--- src/rtl/i2c_cmdq_pkg.sv ---
package i2c_cmdq_pkg;
  localparam int BYTE_W = 8;
  localparam int CMD_W  = BYTE_W + 1;
  localparam int ADDR_W = 7;
  localparam int RD_BIT = BYTE_W;   // read flag position in a command word
  localparam int BIT_TICKS = 4;     // quarter-bit phases per bit

  typedef enum logic [2:0] {
    EN_IDLE, EN_START, EN_ADDR, EN_WR, EN_RD, EN_NEXT, EN_STOP
  } eng_state_t;
endpackage

--- src/rtl/i2c_cmdq_fifo.sv ---
module i2c_cmdq_fifo #(
  parameter int WIDTH = 8,
  parameter int DEPTH = 16
) (
  input  logic             clk,
  input  logic             rst,
  input  logic             push,
  input  logic [WIDTH-1:0] wdata,
  input  logic             pop,
  input  logic             flush,
  output logic [WIDTH-1:0] head,
  output logic             empty,
  output logic             full
);
  localparam int AW = (DEPTH > 1) ? $clog2(DEPTH) : 1;
  localparam int CW = $clog2(DEPTH + 1);

  logic [WIDTH-1:0] mem [DEPTH];
  logic [AW-1:0]    wp, rp;
  logic [CW-1:0]    cnt;
  logic             do_push, do_pop;

  function automatic logic [AW-1:0] bump(input logic [AW-1:0] p);
    return (p == AW'(DEPTH - 1)) ? '0 : p + AW'(1);
  endfunction

  assign do_push = push && !full && !flush;
  assign do_pop  = pop && !empty && !flush;

  // storage without reset so it maps onto RAM
  always_ff @(posedge clk) begin
    if (do_push) mem[wp] <= wdata;
  end

  always_ff @(posedge clk) begin
    if (rst || flush) begin
      wp  <= '0;
      rp  <= '0;
      cnt <= '0;
    end else begin
      if (do_push) wp <= bump(wp);
      if (do_pop)  rp <= bump(rp);
      cnt <= cnt + CW'(do_push) - CW'(do_pop);
    end
  end

  assign head  = mem[rp];
  assign empty = (cnt == '0);
  assign full  = (cnt == CW'(DEPTH));

  AST_CNT_LIMIT: assert property (@(posedge clk) disable iff (rst)
    cnt <= CW'(DEPTH));
  AST_NO_UNDERRUN: assert property (@(posedge clk) disable iff (rst)
    (pop && empty && !flush) |=> empty);
endmodule

--- src/rtl/i2c_cmdq_engine.sv ---
module i2c_cmdq_engine
  import i2c_cmdq_pkg::*;
(
  input  logic              clk,
  input  logic              rst,
  input  logic              tick,
  input  logic              enable,
  input  logic              restart_en,
  input  logic              stop_hold,
  input  logic [ADDR_W-1:0] addr,
  input  logic              cmd_valid,
  input  logic [CMD_W-1:0]  cmd_word,
  input  logic              rx_full,
  input  logic              sda_in,
  output logic              cmd_pop,
  output logic              abort,
  output logic              rx_push,
  output logic [BYTE_W-1:0] rx_byte,
  output logic              scl_o,
  output logic              sda_o,
  output logic              busy,
  output logic              en_status
);
  localparam logic [1:0] PH_LAST  = 2'(BIT_TICKS - 1);
  localparam logic [3:0] ACK_SLOT = 4'(BYTE_W);

  eng_state_t        state;
  logic [1:0]        ph;
  logic [3:0]        bitn;
  logic [BYTE_W-1:0] shreg;
  logic              rd_mode, nack_q, scl_q, sda_q;
  logic              in_byte, byte_end, head_rd, want_more_rd, take;

  always_comb begin
    head_rd      = cmd_word[RD_BIT];
    in_byte      = (state == EN_ADDR) || (state == EN_WR) || (state == EN_RD);
    byte_end     = tick && in_byte && (ph == PH_LAST) && (bitn == ACK_SLOT);
    rx_push      = byte_end && (state == EN_RD);
    abort        = byte_end && (state != EN_RD) && nack_q;
    want_more_rd = enable && ((cmd_valid && head_rd) || (!cmd_valid && stop_hold));
    take         = (state == EN_NEXT) && enable && cmd_valid &&
                   (head_rd == rd_mode) && !(head_rd && rx_full);
  end

  assign cmd_pop = take;
  assign rx_byte = shreg;
  assign scl_o   = scl_q;
  assign sda_o   = sda_q;
  assign busy    = (state != EN_IDLE);

  always_ff @(posedge clk) begin
    if (rst) en_status <= 1'b0;
    else if (state == EN_IDLE) en_status <= enable;
  end

  always_ff @(posedge clk) begin
    if (rst) begin
      state   <= EN_IDLE;
      ph      <= '0;
      bitn    <= '0;
      shreg   <= '0;
      rd_mode <= 1'b0;
      nack_q  <= 1'b0;
      scl_q   <= 1'b1;
      sda_q   <= 1'b1;
    end else begin
      case (state)
        EN_IDLE: begin
          scl_q <= 1'b1;
          sda_q <= 1'b1;
          ph    <= '0;
          if (enable && cmd_valid) begin
            rd_mode <= head_rd;
            state   <= EN_START;
          end
        end
        EN_START: if (tick) begin
          ph <= ph + 2'd1;
          case (ph)
            2'd0: sda_q <= 1'b1;
            2'd1: scl_q <= 1'b1;
            2'd2: sda_q <= 1'b0;
            default: begin
              scl_q <= 1'b0;
              shreg <= {addr, rd_mode};
              bitn  <= '0;
              state <= EN_ADDR;
            end
          endcase
        end
        EN_ADDR, EN_WR, EN_RD: if (tick) begin
          ph <= ph + 2'd1;
          case (ph)
            2'd0: begin
              if (bitn == ACK_SLOT) sda_q <= (state == EN_RD) ? !want_more_rd : 1'b1;
              else                  sda_q <= (state == EN_RD) ? 1'b1 : shreg[BYTE_W-1];
            end
            2'd1: scl_q <= 1'b1;
            2'd2: begin
              if (bitn == ACK_SLOT) nack_q <= sda_in;
              else                  shreg  <= {shreg[BYTE_W-2:0], sda_in};
            end
            default: begin
              scl_q <= 1'b0;
              if (bitn == ACK_SLOT) state <= abort ? EN_STOP : EN_NEXT;
              else                  bitn  <= bitn + 4'd1;
            end
          endcase
        end
        EN_NEXT: begin
          ph <= '0;
          if (take) begin
            shreg <= cmd_word[BYTE_W-1:0];
            bitn  <= '0;
            state <= head_rd ? EN_RD : EN_WR;
          end else if (!enable) begin
            state <= EN_STOP;
          end else if (cmd_valid && (head_rd != rd_mode)) begin
            if (restart_en) begin
              rd_mode <= head_rd;
              state   <= EN_START;
            end else begin
              state <= EN_STOP;
            end
          end else if (!cmd_valid && !stop_hold) begin
            state <= EN_STOP;
          end
        end
        EN_STOP: if (tick) begin
          ph <= ph + 2'd1;
          case (ph)
            2'd0: sda_q <= 1'b0;
            2'd1: scl_q <= 1'b1;
            2'd2: sda_q <= 1'b1;
            default: state <= EN_IDLE;
          endcase
        end
        default: state <= EN_IDLE;
      endcase
    end
  end

  AST_SDA_MOVES_ONLY_LOW: assert property (@(posedge clk) disable iff (rst)
    (scl_q && $past(scl_q) && (sda_q != $past(sda_q))) |->
      (($past(state) == EN_START) || ($past(state) == EN_STOP)));
  AST_HOLD_SCL_LOW: assert property (@(posedge clk) disable iff (rst)
    (state == EN_NEXT) |-> !scl_q);
  AST_ABORT_TO_STOP: assert property (@(posedge clk) disable iff (rst)
    abort |=> (state == EN_STOP));
endmodule

--- src/rtl/i2c_cmdq_master.sv ---
module i2c_cmdq_master
  import i2c_cmdq_pkg::*;
#(
  parameter int CMD_DEPTH = 16,
  parameter int RX_DEPTH  = 16
) (
  input  logic              clk,
  input  logic              rst,
  input  logic              enable,
  input  logic              restart_en,
  input  logic              stop_hold,
  input  logic [ADDR_W-1:0] target_addr,
  input  logic              cmd_push,
  input  logic [CMD_W-1:0]  cmd_word,
  input  logic              rx_pop,
  input  logic              flag_clear,
  input  logic              tick,
  input  logic              sda_in,
  output logic              scl_out,
  output logic              sda_out,
  output logic [BYTE_W-1:0] rx_data,
  output logic              master_active,
  output logic              rx_not_empty,
  output logic              tx_empty,
  output logic              tx_not_full,
  output logic              enable_status,
  output logic              tx_abort,
  output logic              tx_overflow,
  output logic              rx_underflow
);
  logic [CMD_W-1:0]  cmd_head;
  logic              cmd_empty, cmd_full, eng_pop, eng_abort;
  logic [BYTE_W-1:0] rx_head, eng_rx_byte;
  logic              rx_empty, rx_full, eng_rx_push;
  logic              eng_busy, eng_en_st;

  i2c_cmdq_fifo #(.WIDTH(CMD_W), .DEPTH(CMD_DEPTH)) u_cmdq (
    .clk(clk), .rst(rst), .push(cmd_push), .wdata(cmd_word), .pop(eng_pop),
    .flush(eng_abort), .head(cmd_head), .empty(cmd_empty), .full(cmd_full));

  i2c_cmdq_fifo #(.WIDTH(BYTE_W), .DEPTH(RX_DEPTH)) u_rxq (
    .clk(clk), .rst(rst), .push(eng_rx_push), .wdata(eng_rx_byte),
    .pop(rx_pop && !rx_empty), .flush(1'b0), .head(rx_head),
    .empty(rx_empty), .full(rx_full));

  i2c_cmdq_engine u_eng (
    .clk(clk), .rst(rst), .tick(tick), .enable(enable),
    .restart_en(restart_en), .stop_hold(stop_hold), .addr(target_addr),
    .cmd_valid(!cmd_empty), .cmd_word(cmd_head), .rx_full(rx_full),
    .sda_in(sda_in), .cmd_pop(eng_pop), .abort(eng_abort),
    .rx_push(eng_rx_push), .rx_byte(eng_rx_byte), .scl_o(scl_out),
    .sda_o(sda_out), .busy(eng_busy), .en_status(eng_en_st));

  always_ff @(posedge clk) begin
    if (rst) begin
      rx_data      <= '0;
      tx_abort     <= 1'b0;
      tx_overflow  <= 1'b0;
      rx_underflow <= 1'b0;
    end else begin
      if (rx_pop) rx_data <= rx_empty ? '0 : rx_head;
      tx_abort     <= (tx_abort && !flag_clear) || eng_abort;
      tx_overflow  <= (tx_overflow && !flag_clear) || (cmd_push && cmd_full);
      rx_underflow <= (rx_underflow && !flag_clear) || (rx_pop && rx_empty);
    end
  end

  assign master_active = eng_busy;
  assign enable_status = eng_en_st;
  assign rx_not_empty  = !rx_empty;
  assign tx_empty      = cmd_empty;
  assign tx_not_full   = !cmd_full;

  AST_OVERFLOW_FLAG: assert property (@(posedge clk) disable iff (rst)
    (cmd_push && !tx_not_full) |=> tx_overflow);
  AST_UNDERFLOW_ZERO: assert property (@(posedge clk) disable iff (rst)
    (rx_pop && !rx_not_empty) |=> ((rx_data == '0) && rx_underflow));
  AST_DISABLE_SETTLES: assert property (@(posedge clk) disable iff (rst)
    (!enable && !master_active) |=> (!enable_status && !master_active));
endmodule

--- config.mk ---
export PLATFORM = sky130hd
export DESIGN_NAME = i2c_cmdq_master
export DESIGN_NICKNAME = d
export VERILOG_FILES = /design/src/rtl/i2c_cmdq_pkg.sv /design/src/rtl/i2c_cmdq_fifo.sv /design/src/rtl/i2c_cmdq_engine.sv /design/src/rtl/i2c_cmdq_master.sv
export SDC_FILE = /design/constraint.sdc
export NUM_CORES = 1
export LEC_CHECK = 0
export ABC_CLOCK_PERIOD_IN_PS = 3900
export BUFFER_PORTS_ARGS = -buffer_cell sky130_fd_sc_hd__buf_4
export CORE_MARGIN = 5
export CORE_UTILIZATION = 45
export DETAILED_ROUTE_END_ITERATION = 10
export PLACE_DENSITY = 0.61
export SYNTH_ARGS = -nofsm -noshare
export SYNTH_HDL_FRONTEND = slang
export SYNTH_SLANG_ARGS = --single-unit
--- constraint.sdc ---
create_clock -name clk -period 3.9 [get_ports clk]
set_input_delay 0.195 -clock clk [delete_from_list [all_inputs] [get_ports clk]]
set_output_delay 0.195 -clock clk [all_outputs]
set_load 0.02 [all_outputs]
==> metrics.md <==
| Metric | Value |
|---|---|
| Mapped Cells | `897` |
| Fin nets | `1017` |
| Die width | `188 um` |
| WL/cell | `20.7 um` |
| Post-DP HPWL | `18.6 mm` |
| Worst VDD drop | `0.567 mV` |
| Setup Viol. Count Final | `0` |
| Grt peak-use layer | `met2` |
| Worst-margin pin slew | `0.896 ns` |
| Grt met1 use | `22.3%` |
| Placement Rows | `65` |
| Yosys warning total | `0` |
| Worst EP arrival | `4.03 ns` |
| Vias | `7751` |
| Met2 usage | `28.2%` |
| Max Cap Viol | `0` |
| Unrepaired setup endpoints after global routing | `no` |
| # H-tree levels | `2` |
| Slowest stage cell, crit path | `mux4_2` |
| Setup crit start kind | `register` |
| Cell count after placement | `1313` |
| Buffers & Inverters on Critical Path | `4` |
| LEAKAGE | `5.34 nW` |
| Max incr delay on CP | `0.61 ns` |
| F_max | `0.279 GHz` |
| Post-Route WL | `28.8 mm` |
| First-pass GRT wire length | `45.4 mm` |
| Hold Crit Start | `cmd_word[4]` |
| Crit share post-route | `92.0%` |
| Setup crit end | `u_cmdq.cnt[4]` |
| Most frequent cells in the layout | `edfxtp_1, mux4_2, nor2_1, dfxtp_1, a21oi_1` |
| IO Port Bufs | `43` |
| CTS tree | `done` |
| Worst Setup End Kind | `register` |
| CP Class | `reg -> reg` |
| DRT antenna net count | `0` |
| Max Buffers Root-to-Sink | `3` |
| Initial DRC count | `524` |
| Core Area | `31300 sq um` |
| Largest net degree at the start of global routing | `46` |
| Clock slew at reported path FFs | `0.07 ns` |
| Clk_skew | `0.0195 ns` |
| Total die area | `35200 sq um` |
| Clk sinks | `339` |
| Vias in the first global route | `7954` |
| GPL Wtd Cong | `0.782` |
| Die height | `188 um` |
| Clock root buffer master | `clkbuf_16` |
| Worst R2R Setup Slack | `0.31 ns` |
| Primary FF master, synth | `edfxtp_1` |
| Share of cells above drive strength 1 | `20.7%` |
| I/O pins | `44` |
| Final Max Slew Viols | `0` |
| Drt pass-1 iters | `5` |
| Drt via density | `5.58` |
| Fin Setup TNS | `0 ns` |
| Area added between synthesis and finish | `14.6%` |
| Reg2Reg Capture Point | `u_cmdq.cnt[4]` |
| Commonest non-fill, non-tap cell in the layout | `edfxtp_1` |
| Synth Net Count | `954` |
| Asr flop ratio synth | `0%` |
| Clock Latency Late Sink | `0.52 ns` |
| Tot GR Track Use | `16.4%` |
| Netlist Area Pre-Place | `14200 sq um` |
| CP max FO | `9` |
| Post-route cell area | `16300 sq um` |
| Syn avg cell area | `15.8 sq um` |
| Antenna violations before repair | `0` |
| Post-place instance area | `15000 sq um` |
| Req. time, crit path | `4.34 ns` |
| TritonCTS Buffers | `37` |
| Status | `finished clean` |
| Final Hold Fails | `0` |
| Final design utilization | `51.9%` |
| Most Frequent Cell on Critical Path | `inv_1` |
| Post-synthesis sequential area ratio | `67.0%` |
| Finished Layout Cells | `1390` |
| Fillers | `2556` |
| Initial core utilization | `45.3%` |
| CP Cell Sequence | `mux4_2 > mux4_2 > xnor2_4 > nand2_2 > inv_2 > ha_1 > inv_1 > ha_1 > inv_1 > fa_1 > inv_1 > a21oi_1 > nor2_1 > or3_1 > a21oi_1` |
| Synth unique cells | `66` |
| Power per cell area | `571 nW/um^2` |
| Slew headroom | `40.0%` |
| Setup repair bufs after CTS | `0` |
| Post-synth EDFFs | `272` |
| Diodes inserted | `0` |
| Flops & latches, synth | `339` |
| Final worst path period need | `3.59 ns` |
| Met3 Usage GRT | `2.57%` |
| HP Class | `in -> reg` |
| Grt total ovfl | `0` |
| Kind of cell adding the most delay to the critical path | `multiplexers` |
| DRC violations left | `0` |
| Number of cells on the critical path | `15` |
| FF-to-FF path depth | `15` |
==> repair_timing <==
action,in CTS,in global routing
endpoints found under the setup margin,0,1
hold endpoints to repair,101,0
hold buffers,10,0
resized for setup,0,1
==> logic make-up after synthesis <==
group	count (synthesis)	share of synthesized area [%]
multiplexers	90	13.2
AND/OR/NAND/NOR	203	7.55
AO/OA/AOI/OAI	142	6.30
flip-flops	339	67.0
adder cells (fa/ha/maj)	31	2.84
XOR/XNOR	11	0.811
buffers and inverters	81	2.27
==> cell usage after synthesis (14+ instances only) <==
cell type    n  share of area, %
nand2_1     31              0.82
nor2b_1     18              0.79
inv_1       34              0.90
o21ai_0     14              0.49
a22oi_1     15              0.79
dfxtp_1     67               9.5
clkbuf_1    34              0.90
ha_1        29               2.6
edfxtp_1   272                58
nor2_1      64               1.7
mux4_2      78                12
a21oi_1     61               2.2
and2_1      18              0.79
==> metrics by stage <==
step	hold slack, ns	total power [W]	setup WS [ns]
6_report	0.00898	0.00928	0.313
5_1_grt	0.00704	0.00972	0.0402
4_1_cts	0.00180	0.00937	0.141
3_5_place_dp	0.437	0.00588	0.162
3_3_place_gp	0.433	0.00586	0.200
2_1_floorplan	0.294	0.00544	0.586
==> metal layers <==
metal / wire [um] / part of all wire [%]
met3: 986 / 3.4
met2: 14500 / 50
met4: 525 / 1.8
met1: 12800 / 44
met5: 0 / 0
==> report_power, final <==
part | total [W] | switching, W | leakage (nW) | internal [W]
Clock | 0.00348 | 0.00138 | 0.588 | 0.00210
Combinational | 0.00146 | 0.000788 | 1.74 | 0.000676
Sequential | 0.00434 | 0.000208 | 3.01 | 0.00413
Total | 0.00928 | 0.00238 | 5.34 | 0.00690
==> flip-flops by register name (all words and copies together) (netlist names), named ones only <==
register,cells
u_eng.bitn,4
tx_abort,1
tx_overflow,1
u_eng.ph,2
u_eng.state,3
u_cmdq.rp,4
u_eng.scl_o,1
u_cmdq.cnt,5
u_cmdq.mem,144
u_eng.rx_byte,8
u_rxq.wp,4
u_rxq.mem,128
rx_data,8
rx_underflow,1
u_rxq.rp,4
u_eng.en_status,1
u_cmdq.wp,4
u_eng.rd_mode,1
u_eng.sda_o,1
u_eng.nack_q,1
u_rxq.cnt,5
==> cell type report <==
type	count	area, sq um	area share, %
well taps	402	503	3.09
clock inverters	22	240	1.48
clock buffers	45	966	5.94
multi-input cells	477	4360	26.8
repair buffers	70	551	3.38
flip-flops and latches	339	9510	58.5
inverters	35	131	0.808
==> worst min-delay path by stage <==
stage / end / cells after the start / slack [ns]
after floorplan: u_cmdq.mem[0][0] / 0 / 0.29
after global placement: tx_overflow / 3 / 0.43
after detailed placement: tx_overflow / 3 / 0.44
after CTS: u_cmdq.mem[7][4] / 1 / 0.002
after global routing: u_cmdq.mem[12][4] / 1 / 0.007
final: u_cmdq.mem[7][4] / 1 / 0.009
Power figures use the tool's default switching activity.
